## src/rtl/calDivPkg.sv

```systemverilog
package calDivPkg;
  typedef struct packed {
    logic step;
    logic clear;
    logic inject;
    logic suppress;
  } calStrobe_t;
endpackage

```

## src/rtl/calDivCtrl.sv

```systemverilog
module calDivCtrl
  import calDivPkg::*;
#(
  parameter int STAGE_A_W   = 8,
  parameter int SEC_PER_MIN = 60,
  parameter int MAG_W       = 5
) (
  input  logic             clk,
  input  logic             rstN,
  input  logic             oscEn,
  input  logic             stopBit,
  input  logic             divReset,
  input  logic [MAG_W-1:0] calMag,
  input  logic             calSign,
  input  logic             secDone,
  output calStrobe_t       strobe,
  output logic             minuteMark
);
  localparam int CYC_W    = MAG_W + 1;
  localparam int ELIGIBLE = (1 << CYC_W) - 2;
  localparam int SEC_W    = (SEC_PER_MIN > 2) ? $clog2(SEC_PER_MIN) : 1;
  localparam int CORR_W   = STAGE_A_W + 1;
  localparam int INJ_CNT  = 1 << STAGE_A_W;
  localparam int SUP_CNT  = 1 << (STAGE_A_W - 1);

  logic [SEC_W-1:0]  secIdx;
  logic [CYC_W-1:0]  minIdx;
  logic [CORR_W-1:0] corrCnt;
  logic [CYC_W-1:0]  adjLimit;
  logic              adjSecond;
  logic              step;

  assign step      = oscEn & ~stopBit;
  assign adjLimit  = {calMag, 1'b0};
  assign adjSecond = (secIdx == '0) && (minIdx < adjLimit) &&
                     (minIdx < CYC_W'(ELIGIBLE));

  always_comb begin
    strobe.step     = step;
    strobe.clear    = divReset;
    strobe.inject   = adjSecond & calSign & (corrCnt < CORR_W'(INJ_CNT));
    strobe.suppress = adjSecond & ~calSign & (corrCnt < CORR_W'(SUP_CNT));
  end

  always_ff @(posedge clk or negedge rstN) begin
    if (!rstN) begin
      secIdx     <= '0;
      minIdx     <= '0;
      corrCnt    <= '0;
      minuteMark <= 1'b0;
    end else if (divReset) begin
      secIdx     <= '0;
      minIdx     <= '0;
      corrCnt    <= '0;
      minuteMark <= 1'b0;
    end else begin
      minuteMark <= 1'b0;
      if (step) begin
        if (secDone) begin
          corrCnt <= '0;
          if (secIdx == SEC_W'(SEC_PER_MIN - 1)) begin
            secIdx     <= '0;
            minIdx     <= minIdx + 1'b1;
            minuteMark <= 1'b1;
          end else begin
            secIdx <= secIdx + 1'b1;
          end
        end else if (strobe.inject || strobe.suppress) begin
          corrCnt <= corrCnt + 1'b1;
        end
      end
    end
  end
endmodule

```

## src/rtl/calDivPath.sv

```systemverilog
module calDivPath
  import calDivPkg::*;
#(
  parameter int STAGE_A_W = 8,
  parameter int STAGE_B_W = 7,
  parameter int TEST_W    = 6
) (
  input  logic       clk,
  input  logic       rstN,
  input  calStrobe_t strobe,
  output logic       secDone,
  output logic       secTick,
  output logic       testWave
);
  localparam int SUM_W = STAGE_A_W + 1;

  logic [STAGE_A_W-1:0] stageA;
  logic [STAGE_B_W-1:0] stageB;
  logic [TEST_W-1:0]    testCnt;
  logic [SUM_W-1:0]     incA;
  logic [SUM_W-1:0]     sumA;
  logic                 carryA;

  always_comb begin
    if (strobe.suppress)    incA = '0;
    else if (strobe.inject) incA = SUM_W'(2);
    else                    incA = SUM_W'(1);
  end

  assign sumA     = {1'b0, stageA} + incA;
  assign carryA   = strobe.step & sumA[STAGE_A_W];
  assign secDone  = carryA & (&stageB);
  assign testWave = testCnt[TEST_W-1];

  always_ff @(posedge clk or negedge rstN) begin
    if (!rstN) begin
      stageA  <= '0;
      stageB  <= '0;
      testCnt <= '0;
      secTick <= 1'b0;
    end else if (strobe.clear) begin
      stageA  <= '0;
      stageB  <= '0;
      testCnt <= '0;
      secTick <= 1'b0;
    end else begin
      secTick <= secDone;
      if (strobe.step) begin
        stageA  <= sumA[STAGE_A_W-1:0];
        testCnt <= testCnt + 1'b1;
        if (carryA) stageB <= stageB + 1'b1;
      end
    end
  end
endmodule

```

## src/rtl/calClockDivider.sv

```systemverilog
module calClockDivider
  import calDivPkg::*;
#(
  parameter int STAGE_A_W   = 8,
  parameter int STAGE_B_W   = 7,
  parameter int SEC_PER_MIN = 60,
  parameter int TEST_W      = 6,
  parameter int MAG_W       = 5
) (
  input  logic             clk,
  input  logic             rstN,
  input  logic             oscEn,
  input  logic             stopBit,
  input  logic             divReset,
  input  logic [MAG_W-1:0] calMag,
  input  logic             calSign,
  output logic             secTick,
  output logic             minuteMark,
  output logic             testWave
);
  calStrobe_t strobe;
  logic       secDone;

  calDivCtrl #(
    .STAGE_A_W(STAGE_A_W), .SEC_PER_MIN(SEC_PER_MIN), .MAG_W(MAG_W)
  ) i_ctrl (
    .clk(clk), .rstN(rstN), .oscEn(oscEn), .stopBit(stopBit),
    .divReset(divReset), .calMag(calMag), .calSign(calSign),
    .secDone(secDone), .strobe(strobe), .minuteMark(minuteMark)
  );

  calDivPath #(
    .STAGE_A_W(STAGE_A_W), .STAGE_B_W(STAGE_B_W), .TEST_W(TEST_W)
  ) i_path (
    .clk(clk), .rstN(rstN), .strobe(strobe),
    .secDone(secDone), .secTick(secTick), .testWave(testWave)
  );
endmodule

```

## config.mk

```make
export PLATFORM = sky130hd
export DESIGN_NAME = calClockDivider
export DESIGN_NICKNAME = d
export VERILOG_FILES = /design/src/rtl/calDivPkg.sv /design/src/rtl/calDivCtrl.sv /design/src/rtl/calDivPath.sv /design/src/rtl/calClockDivider.sv
export SDC_FILE = /design/constraint.sdc
export NUM_CORES = 1
export LEC_CHECK = 0
export ABC_AREA = 1
export ABC_CLOCK_PERIOD_IN_PS = 4300
export BUFFER_PORTS_ARGS = -buffer_cell sky130_fd_sc_hd__buf_4
export CELL_PAD_IN_SITES_DETAIL_PLACEMENT = 2
export CELL_PAD_IN_SITES_GLOBAL_PLACEMENT = 2
export CORE_MARGIN = 2
export CORE_UTILIZATION = 36
export CTS_CLUSTER_DIAMETER = 120
export DETAILED_ROUTE_END_ITERATION = 10
export PLACE_DENSITY_LB_ADDON = 0.12
export SYNTH_ARGS = -nofsm -noshare
export SYNTH_HDL_FRONTEND = slang
export SYNTH_HIERARCHICAL = 1
export SYNTH_SLANG_ARGS = --single-unit
```

## constraint.sdc

```tcl
create_clock -name clk -period 4.3 [get_ports clk]
set_input_delay 0.215 -clock clk [delete_from_list [all_inputs] [get_ports clk]]
set_output_delay 0.215 -clock clk [all_outputs]
set_load 0.03 [all_outputs]
```

==> summary.md <==
| Metric | Value |
|---|---|
| Number of global-route vias before repair | `2726` |
| Syn Nets | `between 300 and 400` |
| Wire per inst | `14.99 um` |
| Post-synth EDFFs | `0` |
| Synth top area share | `40.05%` |
| Async SR Flop Fraction | `100.0%` |
| Synth top area cells | `dfrtp_1 40%, nand2_1 15%, inv_1 6.8%` |
| Worst Path Arrival | `3.68 ns` |
| Unique cell type count in the Yosys netlist | `34` |
| Critical path peak fanout | `6` |
| Total wire length | `about 7300 um` |
| DRC viols | `0` |
| Die height | `between 90 and 100 um` |
| Max Clk Rate | `286.8 MHz` |
| TritonCTS buffer count | `5` |
| Final #Nets | `between 400 and 500` |
| Top cell type by total area after synthesis | `dfrtp_1` |
| First drt pass iteration count | `4` |
| Least-Margin Pin Slew | `0.5988 ns` |
| Relative slew slack | `between 60% and 70%` |
| Final period util | `81.08%` |
| CTS HTree Levels | `2` |
| Site Rows | `31` |
| Required time of the critical path | `4.49 ns` |
| Post-detail-place hpwl | `~5300 um` |
| Critical Path Sink Type | `register` |
| Clk slew on worst S/H paths | `around 0.090 ns` |
| Avg Inst Size Synth | `7.370 sq um` |
| Diode count | `0` |
| PnR worst setup slack | `0.8134 ns` |
| Overflow after GRT | `0` |
| TritonCTS clock tree | `yes` |
| IO Pins | `14` |
| Post-Synthesis Cell Area | `0.002749 sq mm` |
| DR iter-0 viols | `61` |
| Shortest period the worst path allows | `around 3.5 ns` |
| Die area | `0.008351 sq mm` |
| RD Place Congestion | `~0.77` |
| Post-placement setup slack | `0.8500 ns` |
| Core Footprint | `0.007331 sq mm` |
| VDD IR-drop max | `about 0.12 mV` |
| DR vias/cell | `5.012` |
| Tot GR Track Use | `19.31%` |
| Final setup vio count | `0` |
| Sink Count | `44` |
| Die width | `a little over 90 um` |
| Max_cap viols | `0` |
| Synth warn | `6` |
| Hold Path Class | `in -> reg` |
| Filler Cell Count | `864` |
| Post-Synthesis Cells | `373` |
| Starting Density | `37.50%` |
| First-pass GRT wire length | `around 13000 um` |
| Pins Over Slew Limit | `0` |
| LEAKAGE | `between 1.5 and 2 nW` |
| Final total power | `approximately 0.00085 W` |
| Sequential area share after synthesis | `approximately two fifths` |
| Worst-Skew Late Latency | `0.30 ns` |
| Setup Skew | `0.008213 ns` |
| Clk buf depth | `2` |
| I/O Buffers | `13` |
| Critical path class | `reg -> reg` |
| RSZ-0062 raised after global routing | `no` |
| Layout cells sized above 1 | `12.37%` |
| Total Neg Setup Slack | `0 ns` |
| Antenna violations before repair | `0` |
| CTS Root Cell | `clkbuf_8` |
| Status | `finished clean` |
| Post-synthesis register bit count | `44` |
| Post-CTS Setup Bufs | `0` |
| PwrDens | `282.6 mW/mm^2` |
| Largest net degree at the start of global routing | `45` |
| Antenna viol nets, final | `0` |
| Layout area overhead | `9.422%` |
| Final hold violation count | `0` |
| Routed via count | `2441` |
| Top_reg_cell synth | `dfrtp_1` |
| Setup crit start kind | `register` |
-- worst max-delay path, stage by stage (launching register included) --
cell	delay (ns)
dfrtp_1	0.42
ha_1	0.31
nand2_1	0.08
nand2_1	0.05
inv_1	0.05
nand2_1	0.05
nor2_2	0.13
nand3_2	0.12
inv_1	0.10
nor2_1	0.05
ha_1	0.21
fa_1	0.42
nand2_2	0.14
nor2_1	0.05
nand2_1	0.09
nor2_1	0.06
nand3_1	0.10
inv_1	0.09
nor2_2	0.21
inv_2	0.12
nand2_2	0.11
inv_2	0.07
nand2_2	0.09
nor3_2	0.04
o21ai_0	0.15
nor2_1	0.05
-- cells by family after synthesis --
group	Yosys count	synth area share, %
flip-flops	44	40.05
AND/OR/NAND/NOR	221	37.69
AO/OA/AOI/OAI	29	5.690
adder cells (fa/ha/maj)	13	6.190
buffers and inverters	64	9.740
XOR/XNOR	2	0.6373
-- state kept, by name, indices dropped and copies added (netlist names) --
| name | cells |
|---|---|
| i_path/secTick | 1 |
| i_ctrl/corrCnt | 9 |
| i_ctrl/secIdx | 6 |
| i_ctrl/minIdx | 6 |
| i_path/testCnt | 6 |
| i_ctrl/minuteMark | 1 |
| i_path/stageB | 7 |
| i_path/stageA | 8 |
-- metal layers --
layer,share of wire (%),global-route usage [%]
met1,47,23.83
met2,51,34.99
met3,1.3,3.485
met4,0.73,3.914
met5,0,0
-- per-stage QoR --
step | utilization, % | instances | hold slack, ns | instance area [sq um]
3_5_place_dp | 39.84 | 479 | 0.2699 | 2920
3_3_place_gp | 39.84 | 479 | 0.2743 | 2920
2_1_floorplan | - | 373 | -0.08059 | 2749
6_report | 41.03 | 487 | 0.2665 | 3008
4_1_cts | 41.03 | 487 | 0.2728 | 3008
5_1_grt | 41.03 | 487 | 0.2752 | 3008
-- power breakdown --
group / leakage, nW / switching [W] / internal (W)
registers: 0.608 / 0.0000233 / 0.000433
logic: 0.907 / 0.0000888 / 0.0000464
clock network: 0.0410 / 0.000147 / 0.000111
total: 1.56 / 0.000259 / 0.000591
-- what timing repair did --
item	4_1_cts	5_1_grt
hold endpoints to repair	44	0
hold buffers	1	0
resized for setup	0	0
-- layout by cell type (no fill, tap or decap), types with 2 or more instances in the layout --
cell type,n
o21bai_1,2
o21ai_1,3
clkbuf_8,5
nand3_1,34
inv_1,50
nand2_1,107
nor2_4,4
nor3b_1,2
buf_4,13
nor2_2,6
o21ai_0,9
inv_2,7
nand3_2,5
nand4_1,9
nor2_1,40
dfrtp_1,44
nand2_2,3
ha_1,12
a21oi_1,12
nor3_1,6
-- synth_stat cells (4+ instances only) --
cell     count
dfrtp_1     44
nor3_1       6
nand3_1     34
nor2_1      40
nand4_1      9
o21ai_0      9
nand3_2      5
ha_1        12
nand2_1    107
inv_1       50
nor2_4       4
nor2_2       6
inv_2        7
a21oi_1     12
-- final timing paths --
kind | endpoint | cells past startpoint | slack, ns | from
min in group asynchronous | i_ctrl/minIdx[3] | 2 | 0.48 | rstN
max in group asynchronous | i_ctrl/secIdx[0] | 2 | 3.41 | rstN
worst min-delay path | i_path/stageA[2] | 2 | 0.27 | divReset
worst max-delay path | i_ctrl/secIdx[4] | 25 | 0.81 | i_ctrl/minIdx[5]
worst max register to register | i_ctrl/secIdx[4] | 25 | 0.81 | i_ctrl/minIdx[5]
worst min register to register | i_ctrl/corrCnt[3] | 2 | 0.49 | i_ctrl/corrCnt[3]
-- final cells by class --
class	count	area [sq um]	share of cell area (%)
Clock buffer	6	72.57	2.413
Inverter	58	217.7	7.238
Multi-Input combinational cell	265	1380	45.88
Tap cell	99	123.9	4.118
Sequential cell	44	1101	36.61
Clock inverter	1	5.005	0.1664
Timing Repair Buffer	14	107.6	3.577
(Power assumes the default switching activity.)
